===== src/rtl/rxl_pkg.sv =====
package rxl_pkg;

    localparam int unsigned DATA_W = 8;
    localparam int unsigned OVS    = 16;
    localparam int unsigned CNT_W  = $clog2(OVS);
    localparam logic [CNT_W-1:0] MID_CNT  = CNT_W'(OVS/2 - 1);
    localparam logic [CNT_W-1:0] FULL_CNT = CNT_W'(OVS - 1);

    typedef struct packed {
        logic [DATA_W-1:0] data;
        logic              perr;
        logic              ferr;
        logic              brk;
    } rx_char_t;

    typedef enum logic [2:0] {
        S_IDLE,
        S_START,
        S_DATA,
        S_PAR,
        S_STOP,
        S_HOLD
    } rx_state_e;

    // parity bit a correct sender would append
    function automatic logic parity_bit(input logic [DATA_W-1:0] d, input logic odd);
        return (^d) ^ odd;
    endfunction

    // index of the final data bit for a word length code (0 -> 5 bits)
    function automatic logic [2:0] last_index(input logic [1:0] wl);
        return 3'(wl) + 3'd4;
    endfunction

endpackage


===== src/rtl/rxl_framer.sv =====
module rxl_framer
    import rxl_pkg::*;
(
    input  logic     clk,
    input  logic     rst,
    input  logic     tick,
    input  logic     rxd,
    input  logic [1:0] cfg_wlen,
    input  logic     cfg_par_en,
    input  logic     cfg_par_odd,
    output logic     push_v,
    output rx_char_t push_c
);

    logic [1:0]        sync_q;
    logic              rxd_s;
    logic              prev_q;
    rx_state_e         state;
    logic [CNT_W-1:0]  cnt;
    logic [2:0]        bitn;
    logic [DATA_W-1:0] shreg;
    logic              zeros;
    logic              par_s;

    assign rxd_s = sync_q[1];

    always_ff @(posedge clk) begin
        if (rst) begin
            sync_q <= 2'b11;
            prev_q <= 1'b0;
            state  <= S_IDLE;
            cnt    <= '0;
            bitn   <= '0;
            shreg  <= '0;
            zeros  <= 1'b0;
            par_s  <= 1'b0;
            push_v <= 1'b0;
            push_c <= '0;
        end else begin
            sync_q <= {sync_q[0], rxd};
            push_v <= 1'b0;
            if (tick) begin
                prev_q <= rxd_s;
                unique case (state)
                    S_IDLE: begin
                        if (prev_q && !rxd_s) begin
                            state <= S_START;
                            cnt   <= '0;
                        end
                    end
                    S_START: begin
                        if (cnt == MID_CNT) begin
                            cnt <= '0;
                            if (!rxd_s) begin
                                state <= S_DATA;
                                bitn  <= '0;
                                shreg <= '0;
                                zeros <= 1'b1;
                            end else begin
                                state <= S_IDLE;
                            end
                        end else begin
                            cnt <= cnt + 1'b1;
                        end
                    end
                    S_DATA: begin
                        if (cnt == FULL_CNT) begin
                            cnt         <= '0;
                            shreg[bitn] <= rxd_s;
                            zeros       <= zeros & ~rxd_s;
                            if (bitn == last_index(cfg_wlen))
                                state <= cfg_par_en ? S_PAR : S_STOP;
                            else
                                bitn <= bitn + 1'b1;
                        end else begin
                            cnt <= cnt + 1'b1;
                        end
                    end
                    S_PAR: begin
                        if (cnt == FULL_CNT) begin
                            cnt   <= '0;
                            par_s <= rxd_s;
                            zeros <= zeros & ~rxd_s;
                            state <= S_STOP;
                        end else begin
                            cnt <= cnt + 1'b1;
                        end
                    end
                    S_STOP: begin
                        if (cnt == FULL_CNT) begin
                            cnt    <= '0;
                            push_v <= 1'b1;
                            if (zeros && !rxd_s) begin
                                push_c <= '{data: '0, perr: 1'b0, ferr: 1'b1, brk: 1'b1};
                                state  <= S_HOLD;
                            end else begin
                                push_c.data <= shreg;
                                push_c.perr <= cfg_par_en &&
                                               (par_s != parity_bit(shreg, cfg_par_odd));
                                push_c.ferr <= ~rxd_s;
                                push_c.brk  <= 1'b0;
                                state       <= S_IDLE;
                            end
                        end else begin
                            cnt <= cnt + 1'b1;
                        end
                    end
                    S_HOLD: begin
                        if (rxd_s) state <= S_IDLE;
                    end
                    default: state <= S_IDLE;
                endcase
            end
        end
    end

    // a start bit found high at its mid-point sends the receiver back to idle
    p_glitch_idle_r2: assert property (@(posedge clk) disable iff (rst)
        (tick && state == S_START && cnt == MID_CNT && rxd_s) |=> state == S_IDLE);

    // a character is only handed over after the stop bit phase
    p_push_after_stop_r5: assert property (@(posedge clk) disable iff (rst)
        push_v |-> $past(state) == S_STOP);

    // while waiting for the line to rise after a break, nothing more is queued
    p_hold_quiet_r6: assert property (@(posedge clk) disable iff (rst)
        (state == S_HOLD && $past(state) == S_HOLD) |-> !push_v);

endmodule


===== src/rtl/rxl_fifo.sv =====
module rxl_fifo
    import rxl_pkg::*;
#(
    parameter int unsigned DEPTH = 4
) (
    input  logic     clk,
    input  logic     rst,
    input  logic     wr_v,
    input  rx_char_t wr_c,
    input  logic     rd,
    output rx_char_t head,
    output logic     nonempty,
    output logic     full
);

    localparam int unsigned AW = (DEPTH > 1) ? $clog2(DEPTH) : 1;
    localparam int unsigned CW = $clog2(DEPTH + 1);
    localparam logic [AW-1:0] LAST = AW'(DEPTH - 1);

    rx_char_t        mem [DEPTH];
    logic [AW-1:0]   wp, rp;
    logic [CW-1:0]   count;
    logic            do_wr, do_rd;

    assign nonempty = (count != '0);
    assign full     = (count == CW'(DEPTH));
    assign do_wr    = wr_v && !full;
    assign do_rd    = rd && nonempty;
    assign head     = mem[rp];

    always_ff @(posedge clk) begin
        if (rst) begin
            wp    <= '0;
            rp    <= '0;
            count <= '0;
            for (int i = 0; i < int'(DEPTH); i++) mem[i] <= '0;
        end else begin
            if (do_wr) begin
                mem[wp] <= wr_c;
                wp      <= (wp == LAST) ? '0 : wp + 1'b1;
            end
            if (do_rd) rp <= (rp == LAST) ? '0 : rp + 1'b1;
            unique case ({do_wr, do_rd})
                2'b10:   count <= count + 1'b1;
                2'b01:   count <= count - 1'b1;
                default: count <= count;
            endcase
        end
    end

    // a write into a full queue leaves the occupancy unchanged
    p_full_keeps_r8: assert property (@(posedge clk) disable iff (rst)
        (full && wr_v && !rd) |=> count == $past(count));

    // popping an empty queue does not underflow it
    p_empty_pop_r10: assert property (@(posedge clk) disable iff (rst)
        (!nonempty && rd && !wr_v) |=> !nonempty);

endmodule


===== src/rtl/rx_line_unit.sv =====
module rx_line_unit
    import rxl_pkg::*;
#(
    parameter int unsigned DEPTH = 4
) (
    input  logic              clk,
    input  logic              rst,
    input  logic              tick16,
    input  logic              rxd,
    input  logic [1:0]        cfg_wlen,
    input  logic              cfg_par_en,
    input  logic              cfg_par_odd,
    input  logic              rd_pop,
    output logic              rd_valid,
    output logic [DATA_W-1:0] rd_data,
    output logic              rd_perr,
    output logic              rd_ferr,
    output logic              rd_brk,
    output logic              ovr_err
);

    logic     push_v;
    rx_char_t push_c;
    rx_char_t head;
    logic     q_full;

    rxl_framer u_framer (
        .clk         (clk),
        .rst         (rst),
        .tick        (tick16),
        .rxd         (rxd),
        .cfg_wlen    (cfg_wlen),
        .cfg_par_en  (cfg_par_en),
        .cfg_par_odd (cfg_par_odd),
        .push_v      (push_v),
        .push_c      (push_c)
    );

    rxl_fifo #(.DEPTH(DEPTH)) u_fifo (
        .clk      (clk),
        .rst      (rst),
        .wr_v     (push_v),
        .wr_c     (push_c),
        .rd       (rd_pop),
        .head     (head),
        .nonempty (rd_valid),
        .full     (q_full)
    );

    always_ff @(posedge clk) begin
        if (rst)                   ovr_err <= 1'b0;
        else if (push_v && q_full) ovr_err <= 1'b1;
        else if (rd_pop)           ovr_err <= 1'b0;
    end

    assign rd_data = head.data;
    assign rd_perr = head.perr;
    assign rd_ferr = head.ferr;
    assign rd_brk  = head.brk;

    // a character arriving at a full queue raises the overrun flag
    p_ovr_sets_r8: assert property (@(posedge clk) disable iff (rst)
        (push_v && q_full) |=> ovr_err);

    // the overrun flag holds until a pop
    p_ovr_sticky_r9: assert property (@(posedge clk) disable iff (rst)
        (ovr_err && !rd_pop) |=> ovr_err);

endmodule


===== config.mk =====
export PLATFORM = sky130hd
export DESIGN_NAME = rx_line_unit
export DESIGN_NICKNAME = d
export VERILOG_FILES = /design/src/rtl/rxl_pkg.sv /design/src/rtl/rxl_framer.sv /design/src/rtl/rxl_fifo.sv /design/src/rtl/rx_line_unit.sv
export SDC_FILE = /design/constraint.sdc
export NUM_CORES = 1
export LEC_CHECK = 0
export BUFFER_PORTS_ARGS = -buffer_cell sky130_fd_sc_hd__buf_2
export CORE_ASPECT_RATIO = 1.5
export CORE_MARGIN = 1.5
export CORE_UTILIZATION = 55
export CTS_CLUSTER_DIAMETER = 100
export DETAILED_ROUTE_END_ITERATION = 7
export GPL_ROUTABILITY_DRIVEN = 0
export MAX_ROUTING_LAYER = met4
export PLACE_DENSITY = 0.84
export SLEW_MARGIN = 20
export SYNTH_ARGS = -nofsm -noshare
export SYNTH_HDL_FRONTEND = slang
export SYNTH_SLANG_ARGS = --single-unit

===== constraint.sdc =====
create_clock -name clk -period 4.8 [get_ports clk]
set_input_delay 0.96 -clock clk [delete_from_list [all_inputs] [get_ports clk]]
set_output_delay 0.96 -clock clk [all_outputs]
set_load 0.02 [all_outputs]

-- Yosys cells after proc, flatten, opt, wreduce, memory -nomap -nowiden
Memory sizes are Yosys's and may differ from the RTL's. A register that Yosys moved wholly into a read port is not among the register bits.
Cells that the tools add are included.
- $add $sub $neg: 7
- order comparisons: 2
- eq/ne operators: 24
- muxes and demuxes: 48
- bitwise operators: 5
- reductions and logical operators: 28
- operator list (operator ; number):
    3-bit 2-to-1 mux ; 13
    8-bit 2-to-1 mux ; 3
    11-bit 2-to-1 mux ; 2
    3-bit one-hot mux with 6 select lines ; 1
    2-bit by 1-bit != test with 1-bit output (second input constant) ; 8
    8-bit one-hot mux with 2 select lines ; 1
    1-bit 2-to-1 mux ; 13
    2-bit 2-to-1 mux ; 6
    4-bit 2-to-1 mux ; 3
    3-bit one-hot mux with 2 select lines ; 2
    4-bit one-hot mux with 3 select lines ; 1
    11-bit OR reduction ; 1
    5-bit AND reduction ; 2
    3-bit == test (second input constant) ; 3
    3-bit AND reduction ; 3
    8-bit bitwise mux ; 1
    8-bit AND reduction ; 1
    2-bit nonzero test ; 4
    8-bit parity ; 1
    1-bit logical AND ; 7
    3-bit by 1-bit adder with 3-bit output (second input constant) ; 2
    2-bit == test (second input constant) ; 3
    3-bit by 2-bit == test with 1-bit output (second input constant) ; 2
    6-bit AND reduction ; 1
    23 further kinds ; 30
- bits in registers: 43
- memory bits (writable): 44
- input port bits: 9
- output and inout bits: 13
- logic and storage cells: 132
- memories kept: 1
- memories (name ; words ; bits a word ; read ports ; clocked after Yosys merged registers in ; wr ports ; line ; text):
    u_fifo.mem ; 4 ; 11 ; 1 ; 1 ; 4 ; rxl_fifo.sv:20 ; rx_char_t mem [DEPTH];

-- Longest topological paths before layout
Gate-level depths: netlist (run 1).
- depth after elaboration: 8
- depth in mapped cells: 9
- gate-level depth less buffers: 9

-- By module
Synthesis (run 1) repeated with hierarchy kept, for this count alone.
- cell total of the unflattened synthesis: 391
- area total of the unflattened synthesis: 4271.6 µm²
- modules (own cells, without submodules) (module ; times used ; cells each ; area each (µm²) ; sequential area each (µm²)):
    rxl_fifo ; 1 ; 159 ; 2413.6 ; 1501.4
    rxl_framer ; 1 ; 228 ; 1819.2 ; 700.7
    rx_line_unit ; 1 ; 4 ; 38.8 ; 20.0

-- Worst setup path before layout (run 1)
Ideal clock, no wire load.
- kind: input to register
- start point: input rd_pop
- end point: register u_fifo.count[2]
- setup time: 0.070 ns
- data arrival time: 2.325 ns
- required time: 4.730 ns
- setup slack: 2.405 ns
- cell stages on the path: 8
- path buffers: 0
- cells stage by stage: nand2_1 > inv_1 > ha_1 > inv_1 > fa_1 > xor2_1 > or3_1 > a21oi_1
- word-level cells in the longest chain between the ends: 3
- elaborated cells between the ends (all ways): 5
- classes of those cells: 2 x eq/ne; 1 x mux; 2 x reduce/logical
- RTL lines (what ; line ; text):
    from (decl) ; rx_line_unit.sv:13 ; input logic rd_pop,
    1-bit logical AND * ; rxl_fifo.sv:28 ; assign do_rd = rd && nonempty;
    2-bit by 1-bit == test with 1-bit output / 2-bit == test (equally long branches) ; rxl_fifo.sv:43 ; unique case ({do_wr, do_rd})
    3-bit one-hot mux with 2 select lines / 2-bit nonzero test (equally long branches) ; n/a ;
    to (signal assigned) ; rxl_fifo.sv:44 ; 2'b10: count <= count + 1'b1;
    to (signal assigned) ; rxl_fifo.sv:45 ; 2'b01: count <= count - 1'b1;
    to (signal assigned) ; rxl_fifo.sv:46 ; default: count <= count;
    to (decl) ; rxl_fifo.sv:22 ; logic [CW-1:0] count;
Mark *: on every way between the ends. The rest lies on a longest branch, timed or not.
A chain may end at the register's enable or synchronous reset.

==> flow_summary.yaml, run 1 <==
finish:
  antenna_cells: 0
  layout-drive-gt1-share_pct: 15.59
  nNetsFinal: 414
  fin_area_um2: 4502
  area.growth.synth_to_final_pct: 7.951
clock_tree:
  path_clk_slew_ns: 0.08
  htreeDepth: 3
  cts_buffers: 9
  cts_tree: "yes"
  cts.hold.buffers_added: 0
  clockBufferDepth: 2
  clkLatencyLatePin_ns: 0.36
  cts_root_buf: "clkbuf_8"
  cts_sinks: 89
  cts_resized: 0
  post_cts_buffers: 0
worst_setup_path:
  worstPathRequired_ns: 3.84
  cp-end-kind: "primary output"
  crit_path_cell_trace: "mux4_2 -> buf_2"
  cp_top_family: "flip-flops"
  crit_path_top_delay_cell: "dfxtp_1"
  critical_path_arrival_ns: 1.89
  crit_type: "register to primary output"
  cpPeakStageDelay_ns: 0.77
  startpoint_type: "register"
  worst-path-max-fanout: 11
  crit_buf_inv: 1
floorplanning:
  start_util_pct: 57.33
  placementRows: 38
  ios: 22
  die_h_um: 109.6
  dieArea_um2: 8124
  core_area_um2: 7274
  dieWidth_um: 74.10
timing:
  slew_viol_final: 0
  period_minus_slack_ns: 2.850
  tns_ns: 0
  relSlewSlack_pct: 42.77
  finalCritPeriodShare_pct: 59.37
  finalSetupViolations: 0
  skew_ns: 0.007754
  rsz0062_at_grt: "no"
  tightest_slew_ns: 0.8585
  finalHoldViolations: 0
  max_freq_ghz: 0.3509
  setup_slack_ns: 1.950
grt:
  met2_usage_pct: 35.65
  use_met1_pct: 22.07
  globalRouteTotalUtil_pct: 20.58
  gr-usage-met3_pct: 2.658
  gr-total-overflow: 0
  gr-max-usage-layer: "met2"
  grt_max_degree: 50
  antenna_found_initial: 0
  grt_pass1_vias: 2709
  grt_pass1_wl_um: 12340
placed_design:
  io_buffer_count: 21
  postPlaceCellArea_um2: 4330
  dp_slack_ns: 2.142
  hpwl_um: 5282
synth:
  ys_warn_count: 0
  synthAdderAreaFrac_pct: 1.980
  synth-edff-count: 44
  muxShareOfSynthArea_pct: 7.681
  avgSynthCellArea_um2: 10.75
  synthCells: 388
  async_flop_share_pct: 0
  syn_area_um2: 4170
  yosys.area_share.simple_pct: 21.21
  ys_seq_elements: 89
  synth_top_family_by_area: "simple AND/OR/NAND/NOR gates"
  synth_xor_area_share_pct: 3.150
  synth_common_cells: "45 x dfxtp_1, 44 x and2_1, 44 x edfxtp_1, 34 x a21oi_1, 26 x nor2_1"
  ys_types: 50
  ys_top_cells_by_area: "edfxtp_1 32%, dfxtp_1 22%, and2_1 6.6%"
  synth_most_common_cell: "dfxtp_1"
  synth_flop_cell: "dfxtp_1"
  ys_seq_area_share_pct: 53.29
  synth_top_area_share_pct: 31.68
  synth_fp_nets: 403
  synth-compound-area-share_pct: 9.301
  synth_top_area_cell: "edfxtp_1"
detailed_routing:
  dr.first_iter.drc_count: 192
  via_count: 2816
  wl_per_cell_um: 14.46
  via_per_inst: 5.587
  drt-total-wl_um: 7286
  drt_first_pass_iters: 4
  antenna_left: 0
  drc: 0
power_and_ir_drop:
  powerDensity_nw_per_um2: 292.2
  leakage_nw: 1.583
  irDropWorstVdd_v: 0.0001392
job:
  max_cap_viol_count: 0
min_path:
  hp-class: "register to register"
run_status:
  outcome: "complete, no violations"
==> registers in the layout, summed over array words and instances (netlist names), 3 cells and up, named ones only <==
register         flops
u_framer.bitn        3
u_framer.state       3
u_framer.shreg       8
u_framer.cnt         4
u_framer.push_c     11
u_fifo.count         3
u_fifo.mem          44
==> layout make-up <==
| cell class | instances | area, um^2 |
|---|---|---|
| fill | 600 | 2773 |
| sequential | 89 | 2222 |
| multi-input combinational | 263 | 1807 |
| timing repair buffer | 25 | 135.1 |
| tap | 100 | 125.1 |
| clock buffer | 9 | 123.9 |
| clock inverter | 7 | 47.55 |
| inverter | 11 | 41.29 |
==> kinds of logic (layout without fill, tap and decap cells) <==
family,Yosys count,count (layout)
simple gates,159,159
flops,89,89
compound gates,65,65
buf+inv,36,52
mux,18,18
xor+xnor,15,15
fa+ha+maj,6,6
==> where the power goes <==
part,internal (W),total (W),switching (W),leakage (nW)
Combinational,0.0000183,0.0000487,0.0000304,0.720
Clock,0.000185,0.000446,0.000260,0.0749
Sequential,0.000813,0.000821,0.00000758,0.787
==> placed cells by master (no fill, tap or decap), types with 5 or more instances in the layout <==
| cell type | netlist | layout |
|---|---|---|
| nand3_1 | 20 | 20 |
| dfxtp_1 | 45 | 45 |
| mux2i_1 | 5 | 5 |
| clkbuf_8 | 0 | 9 |
| a21oi_1 | 34 | 34 |
| inv_1 | 11 | 11 |
| or2_2 | 5 | 5 |
| buf_2 | 5 | 21 |
| ha_1 | 5 | 5 |
| xnor2_1 | 13 | 13 |
| o21ai_0 | 15 | 15 |
| nor3_1 | 6 | 6 |
| mux4_2 | 11 | 11 |
| nor2b_1 | 6 | 6 |
| nor2_1 | 26 | 26 |
| nand2_1 | 21 | 21 |
| and2_1 | 44 | 44 |
| edfxtp_1 | 44 | 44 |
==> per-stage QoR <==
step	hold slack (ns)	utilization, %	total power, W	std cells
6_report	0.4217	61.89	0.001315	504
5_1_grt	0.4366	61.89	0.001362	504
3_5_place_dp	0.4087	59.53	0.0008878	488
3_3_place_gp	0.3933	59.53	0.0008858	488
2_1_floorplan	0.3895	-	0.0008705	388
4_1_cts	0.4286	61.89	0.001325	504
==> metal layers <==
layer	vias to the layer above	wire (um)
li1	1418	-
met1	1341	2979
met2	43	3953
met3	14	180
met4	0	172
met5	-	0
==> final timing paths <==
kind,cells past startpoint,end,slack [ns],start
max,2,rd_data[5],1.95,register
min,1,u_framer.sync_q[1],0.42,u_framer.sync_q[0]
max reg2reg,8,u_fifo.count[2],2.27,u_fifo.count[2]
min reg2reg,1,u_framer.sync_q[1],0.42,u_framer.sync_q[0]
Power figures use the tool's default switching activity.
==> inputs of run 2 (changes only) <==
--- a/config.mk
+++ b/config.mk
@@ -13,7 +13,7 @@
 export DETAILED_ROUTE_END_ITERATION = 7
 export GPL_ROUTABILITY_DRIVEN = 0
 export MAX_ROUTING_LAYER = met4
-export PLACE_DENSITY = 0.84
+export PLACE_DENSITY = 0.87
 export SLEW_MARGIN = 20
 export SYNTH_ARGS = -nofsm -noshare
 export SYNTH_HDL_FRONTEND = slang
==> constraint.sdc (replaced) <==
create_clock -name clk -period 2.32 [get_ports clk]
set_input_delay 0.464 -clock clk [delete_from_list [all_inputs] [get_ports clk]]
set_output_delay 0.464 -clock clk [all_outputs]
set_load 0.02 [all_outputs]
==> run 2 against run 1 <==
Against the previous run:
- setup slack lost 1.8 ns
- non-clock buffer count grew 9
- critical path depth grew 6
- critical path type is now register to register
- sequential share of layout area shrank 1.3 points
- sequential power grew 110%
- wire length grew 5.6%
- first-iteration DRC count grew 29%
- combinational power grew 120%
- global-route usage grew 1.2 points
- cell area grew 2.6%
- die area is the same
==> flow_summary.yaml, run 2 (synthesis gave the netlist of run 1 again) <==
run_status:
  outcome: "complete, no violations"
detailed_routing:
  dr.first_iter.drc_count: 247
  via_per_inst: 5.655
  drc: 0
  drt-total-wl_um: 7696
  drt_first_pass_iters: 4
  wl_per_cell_um: 15.00
  antenna_left: 0
  via_count: 2901
power_and_ir_drop:
  p_switching_w: 0.0006161
  p_total_w: 0.002952
  irDropWorstVdd_v: 0.0002425
  p_int_w: 0.002335
  combPwrFrac_pct: 3.7
  switching_share_pct: 20.87
  seqPwrFrac_pct: 57.5
  p_clk_share_pct: 38.9
  leakage_nw: 1.656
  powerDensity_nw_per_um2: 638.9
worst_setup_path:
  cp-end-kind: "register"
  crit_path_top_delay_cell: "fa_1"
  startpoint_type: "register"
  worst-path-max-fanout: 5
  startpoint: "u_fifo.count[2]"
  worstPathRequired_ns: 2.61
  r2r_start: "u_fifo.count[2]"
  crit_path_cell_trace: "inv_1 -> o31ai_2 -> ha_1 -> inv_1 -> fa_1 -> xor2_1 -> or3_1 -> a21oi_1"
  crit_type: "register to register"
  cp-endpoint: "u_fifo.count[2]"
  path_common_cell: "inv_1"
  r2r_slack_ns: 0.19
  critical_path_arrival_ns: 2.42
  ff2ff_path_depth: 8
  cpPeakStageDelay_ns: 0.44
  timing.rr.end: "u_fifo.count[2]"
placed_design:
  hpwl_um: 5369
  io_buffer_count: 21
  dp_slack_ns: 0.1807
floorplanning:
  die_h_um: 109.6
  placementRows: 38
  ios: 22
  core_area_um2: 7274
  dieWidth_um: 74.10
  dieArea_um2: 8124
  start_util_pct: 57.33
timing:
  rsz0062_at_grt: "no"
  finalHoldViolations: 0
  period_minus_slack_ns: 2.128
  setup_slack_ns: 0.1918
  finalSetupViolations: 0
  tightest_slew_ns: 0.7677
  skew_ns: 0.01015
  slew_viol_final: 0
  max_freq_ghz: 0.4699
  finalCritPeriodShare_pct: 91.73
  hold_slack_ns: 0.2856
  relSlewSlack_pct: 48.63
  tns_ns: 0
clock_tree:
  path_clk_slew_ns: 0.08
  cts_root_buf: "clkbuf_8"
  cts_sinks: 89
  cts.hold.buffers_added: 0
  post_cts_buffers: 0
  cts_buffers: 9
  cts_resized: 0
  cts_tree: "yes"
  htreeDepth: 3
  clkLatencyLatePin_ns: 0.36
  clockBufferDepth: 2
finish:
  antenna_cells: 0
  final_common_cell: "dfxtp_1"
  area.growth.synth_to_final_pct: 10.77
  layout-drive-gt1-share_pct: 17.68
  final_cell_mix: "45 x dfxtp_1, 44 x and2_1, 44 x edfxtp_1"
  nNetsFinal: 423
  final_core_util_pct: 63.50
  reg_top3: "u_fifo.mem (44), u_framer.push_c (11), u_framer.shreg (8)"
  largest_register_ffs: 44
  regMostFlops: "u_fifo.mem"
grt:
  grt_pass1_vias: 2905
  antenna_found_initial: 0
  grt_pass1_wl_um: 13030
  gr-total-overflow: 0
  globalRouteTotalUtil_pct: 21.78
  grt_max_degree: 23
min_path:
  hp-class: "input pin to register"
  whs_path_depth: 2
job:
  max_cap_viol_count: 0
[run 2: cell types whose count changed in the layout (fill, tap and decap cells not counted), sizes merged]
cell / delta
inv: +1
bufinv: +2
clkinvlp: -2
buf: +9
clkinv: -2
clkbuf: +1
[run 2: power by group through the flow]
stage	logic [W]	clock network (W)	registers (W)
2_1_floorplan	0.0000756	0	0.00173
3_3_place_gp	0.000107	0	0.00173
3_5_place_dp	0.000109	0	0.00173
4_1_cts	0.000109	0.00116	0.00170
5_1_grt	0.000118	0.00122	0.00170
6_report	0.000109	0.00115	0.00170
[run 2: worst max-delay path, delay by kind of cell, from the launching register on]
kind	cells	cell delay, ns
buf+inv	2	0.15
flops	1	0.40
compound gates	2	0.36
simple gates	1	0.33
xor+xnor	1	0.16
fa+ha+maj	2	0.67
[run 2: worst min-delay path by stage]
stage | startpoint | to | slack [ns]
2_1_floorplan | u_framer.sync_q[0] | u_framer.sync_q[1] | 0.39
3_3_place_gp | u_framer.sync_q[0] | u_framer.sync_q[1] | 0.39
6_report | rxd | u_framer.sync_q[0] | 0.29
5_1_grt | rxd | u_framer.sync_q[0] | 0.29
4_1_cts | rxd | u_framer.sync_q[0] | 0.27
3_5_place_dp | u_framer.sync_q[0] | u_framer.sync_q[1] | 0.40
[run 2: metrics by stage]
step	cell area, um^2	std cells
3_3_place_gp	4398	497
2_1_floorplan	4170	388
6_report	4619	513
4_1_cts	4617	513
5_1_grt	4619	513
3_5_place_dp	4398	497
[run 2: cell type report]
class	instances	area (um^2)
Clock buffer	10	127.6
Clock inverter	6	91.34
Fill cell	577	2655
Inverter	11	41.29
Multi-Input combinational cell	263	1809
Sequential cell	89	2222
Tap cell	100	125.1
Timing Repair Buffer	34	202.7
[run 2: layer usage]
metal  vias to the layer above  wire length (um)  track usage [%]  share of wire (%)
li1                       1428                 -                -                  -
met2                        73              4176            37.56                 54
met3                        13               247            3.666                3.2
met1                      1387              3107            23.65                 40
met4                         0               164            11.11                2.1
met5                         -                 0                -                  0
==> inputs of run 3 (changes only) <==
--- a/config.mk
+++ b/config.mk
@@ -6,7 +6,7 @@
 export NUM_CORES = 1
 export LEC_CHECK = 0
 export BUFFER_PORTS_ARGS = -buffer_cell sky130_fd_sc_hd__buf_2
-export CORE_ASPECT_RATIO = 1.5
+export CORE_ASPECT_RATIO = 0.8
 export CORE_MARGIN = 1.5
 export CORE_UTILIZATION = 55
 export CTS_CLUSTER_DIAMETER = 100
==> run 3 against run 2 <==
Against the previous run:
- total power grew 3.6%
- combinational power grew 4%
- sequential share of layout area grew 0.091 points
- global-route usage grew 1.0 points
- via count grew 2.8%
- utilization shrank 0.83 points
- non-clock buffer count shrank 1
- wire length grew 6.7%
- hold slack lost 0.020 ns
==> flow_summary.yaml, run 3 (synthesis gave the netlist of run 1 again) <==
finish:
  fin_cells: 502
  largest_register_ffs: 44
  antenna_cells: 0
  area.growth.synth_to_final_pct: 10.56
  final_common_cell: "dfxtp_1"
  regMostFlops: "u_fifo.mem"
  layout-drive-gt1-share_pct: 17.48
  reg_top3: "u_fifo.mem (44), u_framer.push_c (11), u_framer.shreg (8)"
  final_cell_mix: "45 x dfxtp_1, 44 x and2_1, 44 x edfxtp_1"
  num-fill-cells: 565
  nNetsFinal: 422
timing:
  setup_slack_ns: 0.1775
  relSlewSlack_pct: 52.14
  slew_viol_final: 0
  period_minus_slack_ns: 2.142
  finalSetupViolations: 0
  max_freq_ghz: 0.4667
  finalHoldViolations: 0
  hold_slack_ns: 0.2659
  tns_ns: 0
  skew_ns: 0.01084
  rsz0062_at_grt: "no"
  tightest_slew_ns: 0.7153
  finalCritPeriodShare_pct: 92.35
clock_tree:
  clockBufferDepth: 2
  cts.hold.buffers_added: 0
  clkLatencyLatePin_ns: 0.38
  path_clk_slew_ns: 0.09
  cts_buffers: 9
  cts_resized: 0
  post_cts_buffers: 0
  htreeDepth: 3
  cts_sinks: 89
  cts_root_buf: "clkbuf_8"
  cts_tree: "yes"
placed_design:
  dp_slack_ns: 0.2017
  hpwl_um: 5457
  io_buffer_count: 21
  placed_cells: 486
detailed_routing:
  drc: 0
  dr.first_iter.drc_count: 208
  antenna_left: 0
  via_per_inst: 5.942
  via_count: 2983
  drt-total-wl_um: 8212
  wl_per_cell_um: 16.36
  drt_first_pass_iters: 4
floorplanning:
  ios: 22
  core_area_um2: 7357
  die_h_um: 80.89
  dieWidth_um: 100.4
  start_util_pct: 56.68
  dieArea_um2: 8117
  placementRows: 28
worst_setup_path:
  cpPeakStageDelay_ns: 0.55
  crit_type: "register to primary output"
  crit_path_cell_trace: "buf_4 -> mux4_2 -> buf_2"
  cp-end-kind: "primary output"
  crit_buf_inv: 2
  worstPathRequired_ns: 1.86
  startpoint_type: "register"
  cp_top_family: "multiplexers"
  crit_path_top_delay_cell: "mux4_2"
  critical_path_arrival_ns: 1.68
  worst-path-max-fanout: 11
power_and_ir_drop:
  irDropWorstVdd_v: 0.0003808
  leakage_nw: 1.665
  powerDensity_nw_per_um2: 663.0
grt:
  grt_max_degree: 23
  grt_pass1_vias: 2951
  antenna_found_initial: 0
  grt_pass1_wl_um: 13730
  globalRouteTotalUtil_pct: 22.80
  gr-total-overflow: 0
run_status:
  outcome: "complete, no violations"
job:
  max_cap_viol_count: 0
min_path:
  hp-class: "input pin to register"
==> run 3: worst paths after layout <==
| check | start | to | slack, ns | depth (start not counted) |
|---|---|---|---|---|
| max | register | rd_data[6] | 0.18 | 3 |
| min | rxd | u_framer.sync_q[0] | 0.27 | 2 |
| max reg2reg | u_fifo.count[0] | u_fifo.count[2] | 0.20 | 9 |
| min reg2reg | u_framer.sync_q[0] | u_framer.sync_q[1] | 0.42 | 1 |
==> run 3: stage by stage <==
| stage | instance area (um^2) | util (%) | power, W |
|---|---|---|---|
| floorplan | 4170 | - | 0.001801 |
| global placement | 4378 | 59.51 | 0.001838 |
| detailed placement | 4378 | 59.51 | 0.001843 |
| CTS | 4611 | 62.67 | 0.003070 |
| global route | 4611 | 62.67 | 0.003150 |
| finish | 4611 | 62.67 | 0.003057 |
==> run 3: metal layers <==
layer | track usage [%] | routed length [um] | vias to the layer above | part of all wire (%)
li1 | - | - | 1431 | -
met1 | 26.70 | 3574 | 1423 | 44
met2 | 38.44 | 3991 | 115 | 49
met3 | 6.454 | 541 | 14 | 6.6
met4 | 7.324 | 104 | 0 | 1.3
met5 | - | 0 | - | 0
==> run 3: worst register-to-register path, delay by kind of cell, from the launching register on <==
family | cells | cell delay, ns
xor+xnor | 1 | 0.17
buf+inv | 2 | 0.17
simple gates | 3 | 0.56
fa+ha+maj | 2 | 0.63
flops | 1 | 0.41
compound gates | 1 | 0.13
==> run 3: report_power, final <==
| part | internal [W] | switching [W] |
|---|---|---|
| logic | 0.0000417 | 0.0000715 |
| clock network | 0.000633 | 0.000617 |
| registers | 0.00168 | 0.0000114 |
| total | 0.00236 | 0.000699 |
==> run 3: layout make-up <==
cell class / instances / area, um^2 / area share, %
repair buffers: 33 / 195.2 / 4.233
clock buffers: 9 / 123.9 / 2.687
multi-input cells: 263 / 1807 / 39.19
inverters: 11 / 41.29 / 0.8955
flip-flops and latches: 89 / 2222 / 48.20
clock inverters: 7 / 108.9 / 2.361
well taps: 90 / 112.6 / 2.442
